## src/rtl/adc_cal_pkg.sv

```systemverilog
package adc_cal_pkg;

  typedef enum logic [1:0] {
    ST_SETTLE = 2'd0,
    ST_TERM   = 2'd1,
    ST_CONV   = 2'd2,
    ST_IDLE   = 2'd3
  } cal_state_e;

  localparam int PHASE_W = 2;
  localparam int PH_TERM_BIT = 0;
  localparam int PH_CONV_BIT = 1;

endpackage

```

## src/rtl/settle_timer.sv

```systemverilog
module settle_timer #(
  parameter int SHORT_DLY = 4096,
  parameter int LONG_DLY  = 65536
) (
  input  logic clk,
  input  logic rst,
  input  logic active,
  input  logic freeze,
  input  logic use_long,
  output logic done
);
  localparam int CW = $clog2(LONG_DLY + 1);
  localparam logic [CW-1:0] SHORT_LAST = CW'(SHORT_DLY - 1);
  localparam logic [CW-1:0] LONG_LAST  = CW'(LONG_DLY - 1);

  logic [CW-1:0] cnt;
  logic [CW-1:0] last;

  assign last = use_long ? LONG_LAST : SHORT_LAST;
  assign done = active && !freeze && (cnt >= last);

  always_ff @(posedge clk) begin
    if (rst || !active) begin
      cnt <= '0;
    end else if (!freeze && !done) begin
      cnt <= cnt + 1'b1;
    end
  end
endmodule

```

## src/rtl/phase_timer.sv

```systemverilog
module phase_timer #(
  parameter int TERM_LEN = 256,
  parameter int CONV_LEN = 1024
) (
  input  logic clk,
  input  logic rst,
  input  logic run_term,
  input  logic run_conv,
  output logic done
);
  localparam int MAXLEN = (TERM_LEN > CONV_LEN) ? TERM_LEN : CONV_LEN;
  localparam int CW = $clog2(MAXLEN + 1);
  localparam logic [CW-1:0] TERM_LAST = CW'(TERM_LEN - 1);
  localparam logic [CW-1:0] CONV_LAST = CW'(CONV_LEN - 1);

  logic [CW-1:0] cnt;

  always_comb begin
    done = 1'b0;
    if (run_term) done = (cnt == TERM_LAST);
    else if (run_conv) done = (cnt == CONV_LAST);
  end

  always_ff @(posedge clk) begin
    if (rst || done || !(run_term || run_conv)) begin
      cnt <= '0;
    end else begin
      cnt <= cnt + 1'b1;
    end
  end
endmodule

```

## src/rtl/req_qualifier.sv

```systemverilog
module req_qualifier #(
  parameter int LOW_MIN  = 128,
  parameter int HIGH_MIN = 128
) (
  input  logic clk,
  input  logic rst,
  input  logic enable,
  input  logic pin,
  output logic fire
);
  localparam int LW = $clog2(LOW_MIN + 1);
  localparam int HW = $clog2(HIGH_MIN + 1);
  localparam logic [LW-1:0] LOW_FULL  = LW'(LOW_MIN);
  localparam logic [HW-1:0] HIGH_LAST = HW'(HIGH_MIN - 1);

  logic [LW-1:0] low_cnt;
  logic [HW-1:0] high_cnt;
  logic          low_ok;

  assign low_ok = (low_cnt == LOW_FULL);
  assign fire   = enable && pin && low_ok && (high_cnt == HIGH_LAST);

  always_ff @(posedge clk) begin
    if (rst || !enable || fire) begin
      low_cnt  <= '0;
      high_cnt <= '0;
    end else if (!pin) begin
      high_cnt <= '0;
      if (high_cnt != '0) begin
        // a broken high stretch: this low cycle starts a fresh low count
        low_cnt <= LW'(1);
      end else if (!low_ok) begin
        low_cnt <= low_cnt + 1'b1;
      end
    end else begin
      if (low_ok) begin
        high_cnt <= high_cnt + 1'b1;
      end else begin
        low_cnt  <= '0;
        high_cnt <= '0;
      end
    end
  end
endmodule

```

## src/rtl/adc_cal_seq.sv

```systemverilog
module adc_cal_seq
  import adc_cal_pkg::*;
#(
  parameter int SHORT_DLY = 4096,
  parameter int LONG_DLY  = 65536,
  parameter int LOW_MIN   = 128,
  parameter int HIGH_MIN  = 128,
  parameter int TERM_LEN  = 256,
  parameter int CONV_LEN  = 1024
) (
  input  logic                clk,
  input  logic                rst,
  input  logic                dly_long_sel,
  input  logic                ext_ctrl_mode,
  input  logic                pwr_down_in,
  input  logic                cal_req_pin,
  output logic                busy,
  output logic [PHASE_W-1:0]  cal_phase,
  output logic                hold_pd
);

  cal_state_e state, state_nxt;
  logic       req_at_rst;
  logic       hold_flag, hold_flag_nxt;
  logic       settle_done, phase_done, req_fire;

  settle_timer #(
    .SHORT_DLY (SHORT_DLY),
    .LONG_DLY  (LONG_DLY)
  ) u_settle (
    .clk      (clk),
    .rst      (rst),
    .active   (state == ST_SETTLE),
    .freeze   (pwr_down_in),
    .use_long (dly_long_sel && !ext_ctrl_mode),
    .done     (settle_done)
  );

  phase_timer #(
    .TERM_LEN (TERM_LEN),
    .CONV_LEN (CONV_LEN)
  ) u_phase (
    .clk      (clk),
    .rst      (rst),
    .run_term (state == ST_TERM),
    .run_conv (state == ST_CONV),
    .done     (phase_done)
  );

  req_qualifier #(
    .LOW_MIN  (LOW_MIN),
    .HIGH_MIN (HIGH_MIN)
  ) u_req (
    .clk    (clk),
    .rst    (rst),
    .enable (state == ST_IDLE),
    .pin    (cal_req_pin),
    .fire   (req_fire)
  );

  always_comb begin
    state_nxt     = state;
    hold_flag_nxt = hold_flag;
    case (state)
      ST_SETTLE: begin
        if (req_at_rst) begin
          state_nxt     = ST_IDLE;
          hold_flag_nxt = 1'b0;
        end else if (settle_done) begin
          state_nxt = ST_TERM;
        end
      end
      ST_TERM: if (phase_done) state_nxt = ST_CONV;
      ST_CONV: begin
        if (phase_done) begin
          state_nxt     = ST_IDLE;
          hold_flag_nxt = 1'b0;
        end
      end
      ST_IDLE: if (req_fire) state_nxt = ST_CONV;
      default: state_nxt = ST_IDLE;
    endcase
  end

  always_ff @(posedge clk) begin
    if (rst) begin
      state      <= ST_SETTLE;
      req_at_rst <= cal_req_pin;
      hold_flag  <= 1'b1;
      busy       <= 1'b0;
      cal_phase  <= '0;
      hold_pd    <= 1'b1;
    end else begin
      state                  <= state_nxt;
      hold_flag              <= hold_flag_nxt;
      busy                   <= (state_nxt == ST_TERM) || (state_nxt == ST_CONV);
      cal_phase[PH_TERM_BIT] <= (state_nxt == ST_TERM);
      cal_phase[PH_CONV_BIT] <= (state_nxt == ST_CONV);
      hold_pd                <= hold_flag_nxt || pwr_down_in;
    end
  end
endmodule

```

## config.mk

```make
export PLATFORM = sky130hd
export DESIGN_NAME = adc_cal_seq
export DESIGN_NICKNAME = d
export VERILOG_FILES = /design/src/rtl/adc_cal_pkg.sv /design/src/rtl/settle_timer.sv /design/src/rtl/phase_timer.sv /design/src/rtl/req_qualifier.sv /design/src/rtl/adc_cal_seq.sv
export SDC_FILE = /design/constraint.sdc
export NUM_CORES = 1
export LEC_CHECK = 0
export BUFFER_PORTS_ARGS = -buffer_cell sky130_fd_sc_hd__buf_2
export CAP_MARGIN = 0
export CORE_MARGIN = 4
export CORE_UTILIZATION = 35
export CTS_CLUSTER_DIAMETER = 150
export DETAILED_ROUTE_END_ITERATION = 16
export GPL_ROUTABILITY_DRIVEN = 0
export HOLD_SLACK_MARGIN = 0.12
export PLACE_DENSITY = 0.53
export SLEW_MARGIN = 30
export SYNTH_ARGS = -nofsm -noshare
export SYNTH_HDL_FRONTEND = slang
export SYNTH_SLANG_ARGS = --single-unit
```

## constraint.sdc

```tcl
create_clock -name clk -period 2.85 [get_ports clk]
set_clock_uncertainty 0.05 [all_clocks]
set_input_delay 0.1425 -clock clk [delete_from_list [all_inputs] [get_ports clk]]
set_output_delay 0.1425 -clock clk [all_outputs]
set_load 0.1 [all_outputs]
```

==> impl_metrics.csv <==
group,metric,value,unit
placement,numPortBuffers,9,
floorplanning,start_util,36.65,%
min_path,holdPathStages,3,
timing,hold_viol,0,
drt,num_vias,2241,
finish,final_nets,353,
power,p_total,0.001862,W
floorplanning,core,7408,sq um
floorplanning,die_w,96.08,um
min_path,hp-class,"in2reg",
clock_tree,cts_root_buf,"clkbuf_8",
clock_tree,path_clk_slew,0.10,ns
timing,rsz0062_at_grt,"no",
global_route,grt_pass1_wl,10.24,mm
synthesis,synth_commonest_cells,"dfxtp_1, nor2_1, nand3_1, nand2_1",
critical_path,crit_chain,"inv_1 -> ha_1 -> or4b_1 -> or4b_1 -> o31ai_2 -> o221ai_1 -> ha_1 -> nor2_1",
timing,final-setup-viol-count,0,
clock_tree,cts_made_buffers,5,
drt,wl,5.729,mm
clock_tree,clockBufferDepth,2,
timing,worst_pin_slew,0.5800,ns
finish,antenna_cells,0,
timing,fmaxAchievable,381.7,MHz
timing,final.setup.tns,0,ns
critical_path,crit_path_start_kind,"register",
finish,syn2layout_area_growth,10.74,%
critical_path,cp.required,3.04,ns
critical_path,critPathKind,"reg2reg",
floorplanning,dieArea,9230,sq um
placement,dp_worst_setup_slack,0.2273,ns
synthesis,synth_edf_count,1,
power,p_leak,1.046,nW
synthesis,yosys.cell_count.top_type,"dfxtp_1",
timing,worst_slack,0.2302,ns
job,drv_cap,0,
timing,slew_headroom,60.91,%
critical_path,r2r_start,"u_req.low_cnt[0]",
synthesis,avgSynthCellArea,8.647,sq um
timing,hold_ws,0.1963,ns
drt,drc,0,
clock_tree,post-cts-setup-buffers,0,
drt,drtIter0Drc,54,
synthesis,synth_ff_type,"dfxtp_1",
finish,fin_area,3007,sq um
synthesis,synth_area_leaders,"dfxtp_1, ha_1, nor2_1",
clock_tree,h-tree-depth,2,
global_route,grt_pass1_vias,2223,
outcome,outcome,"completed",
critical_path,cp_max_fo,7,
floorplanning,row_count,31,
critical_path,reg2regPathDepth,8,
critical_path,r2r_end,"busy",
drt,wire_per_inst,13.29,um
synthesis,postSynthCellCount,314,
synthesis,netlist_area,2715,sq um
synthesis,synth_cell_types,54,
timing,period_minus_slack,2.620,ns
placement,place_area,2897,sq um
timing,period_share,91.92,%
critical_path,critPathSlowestCell,"or4b_1",
timing,finalMaxSlewViolations,0,
clock_tree,clkLatencyLatePin,0.30,ns
drt,drtAntennaViolNets,0,
finish,drive_gt1_share,9.036,%
global_route,antenna_found_initial,0,
critical_path,regToRegSetupSlack,0.23,ns
critical_path,critPathCaptureType,"register",
synthesis,yosysSeqAreaShare,38.71,%
floorplanning,io_pins,10,
critical_path,worst-endpoint-arrival,2.81,ns
drt,viasPerCell,5.200,
critical_path,critPathLaunch,"u_req.low_cnt[0]",
clock_tree,cts_tree,"built",
synthesis,synth_seq_cells,52,
synthesis,synth_top_area_share,37.60,%
synthesis,ys_warn_count,0,
synthesis,syn-num-nets,336,
synthesis,synth-async-reset-ratio,0,%
global_route,grt_max_degree,20,
floorplanning,die_y,96.08,um
power,p_per_area,619.4,nW/um^2
global_route,grt_usage,13.85,%
synthesis,synth.largest_area_cell,"dfxtp_1",
clock_tree,cts_sinks,52,
critical_path,cpPeakStageDelay,0.64,ns
power,ir_worst_vdd,0.0002445,V
global_route,overflow,0,
placement,place_hpwl,4.285,mm
critical_path,worstSetupEndpoint,"busy",
drt,first_pass_iters,4,
## layout by cell type (no fill, tap or decap), types with 4 or more instances in the layout
master	synthesis	layout
dfxtp_1	51	51
nor2_1	46	46
nand3_1	26	26
nand2_1	21	21
inv_1	16	16
ha_1	16	16
a21oi_1	12	12
xnor2_1	11	11
xor2_1	11	11
buf_2	2	9
or4_1	7	7
a211oi_1	6	6
o31ai_1	6	6
clkbuf_8	0	6
buf_4	1	6
nor4_1	5	5
and3_1	5	5
or3_1	5	5
a31oi_1	5	5
o21ai_0	5	5
nand4_1	4	4
## stage by stage
stage               util, %  cells
CTS                   40.58    431
global placement      39.10    421
detailed placement    39.10    421
floorplan                 -    314
global route          40.58    431
finish                40.58    431
## state kept, by name, indices dropped and copies added, names as in the netlist
signal and flops:
busy 1, u_settle.cnt 17, u_phase.cnt 11, u_req.high_cnt 8, state 2, hold_pd 1
hold_flag 1, req_at_rst 1, cal_phase 2, u_req.low_cnt 8
## logic make-up (layout without fill, tap and decap cells)
group	after synthesis	in the layout	synth area share, %
flops	52	52	38.71
compound gates	57	57	16.04
buf+inv	23	41	3.410
simple gates	141	141	26.22
fa+ha+maj	16	16	7.373
xor+xnor	22	22	7.097
mux	3	3	1.152
## critical path: cells and delay by family (launching register included)
| family | cells | cell delay, ns |
|---|---|---|
| simple gates | 3 | 1.18 |
| flops | 1 | 0.33 |
| fa+ha+maj | 2 | 0.44 |
| buf+inv | 1 | 0.09 |
| compound gates | 2 | 0.47 |
## layer usage
| layer | part of all wire, % | wire, um | vias up | GRT usage (%) |
|---|---|---|---|---|
| li1 | - | - | 1174 | - |
| met1 | 49 | 2790 | 1043 | 17.29 |
| met2 | 48 | 2729 | 20 | 24.15 |
| met3 | 2.7 | 153 | 4 | 2.580 |
| met4 | 0.96 | 55 | 0 | 3.910 |
| met5 | 0 | 0 | - | 0 |
## final cells by class
| class | count | area, sq um |
|---|---|---|
| fill | 757 | 4402 |
| multi-input combinational | 239 | 1572 |
| sequential | 52 | 1051 |
| tap | 99 | 123.9 |
| timing repair buffer | 17 | 110.1 |
| clock buffer | 8 | 90.09 |
| inverter | 16 | 60.06 |
## repair_timing
item / in CTS / in global routing
endpoints found under the setup margin: 0 / 0
hold buffers: 2 / 0
hold endpoints to repair: 5 / 0
gates resized for setup: 0 / 0
## where the power goes
part | switching [W] | total [W] | internal, W | leakage (nW)
clock network | 0.000235 | 0.000433 | 0.000199 | 0.0455
logic | 0.000405 | 0.000597 | 0.000191 | 0.578
registers | 0.0000457 | 0.000832 | 0.000787 | 0.422
total | 0.000686 | 0.00186 | 0.00118 | 1.05
## worst min-delay path by stage
stage           startpoint         endpoint
2_1_floorplan          rst             busy
3_3_place_gp           rst             busy
3_5_place_dp           rst             busy
4_1_cts        pwr_down_in  u_settle.cnt[9]
5_1_grt        pwr_down_in  u_settle.cnt[9]
6_report       pwr_down_in  u_settle.cnt[9]
Power figures use the tool's default switching activity.
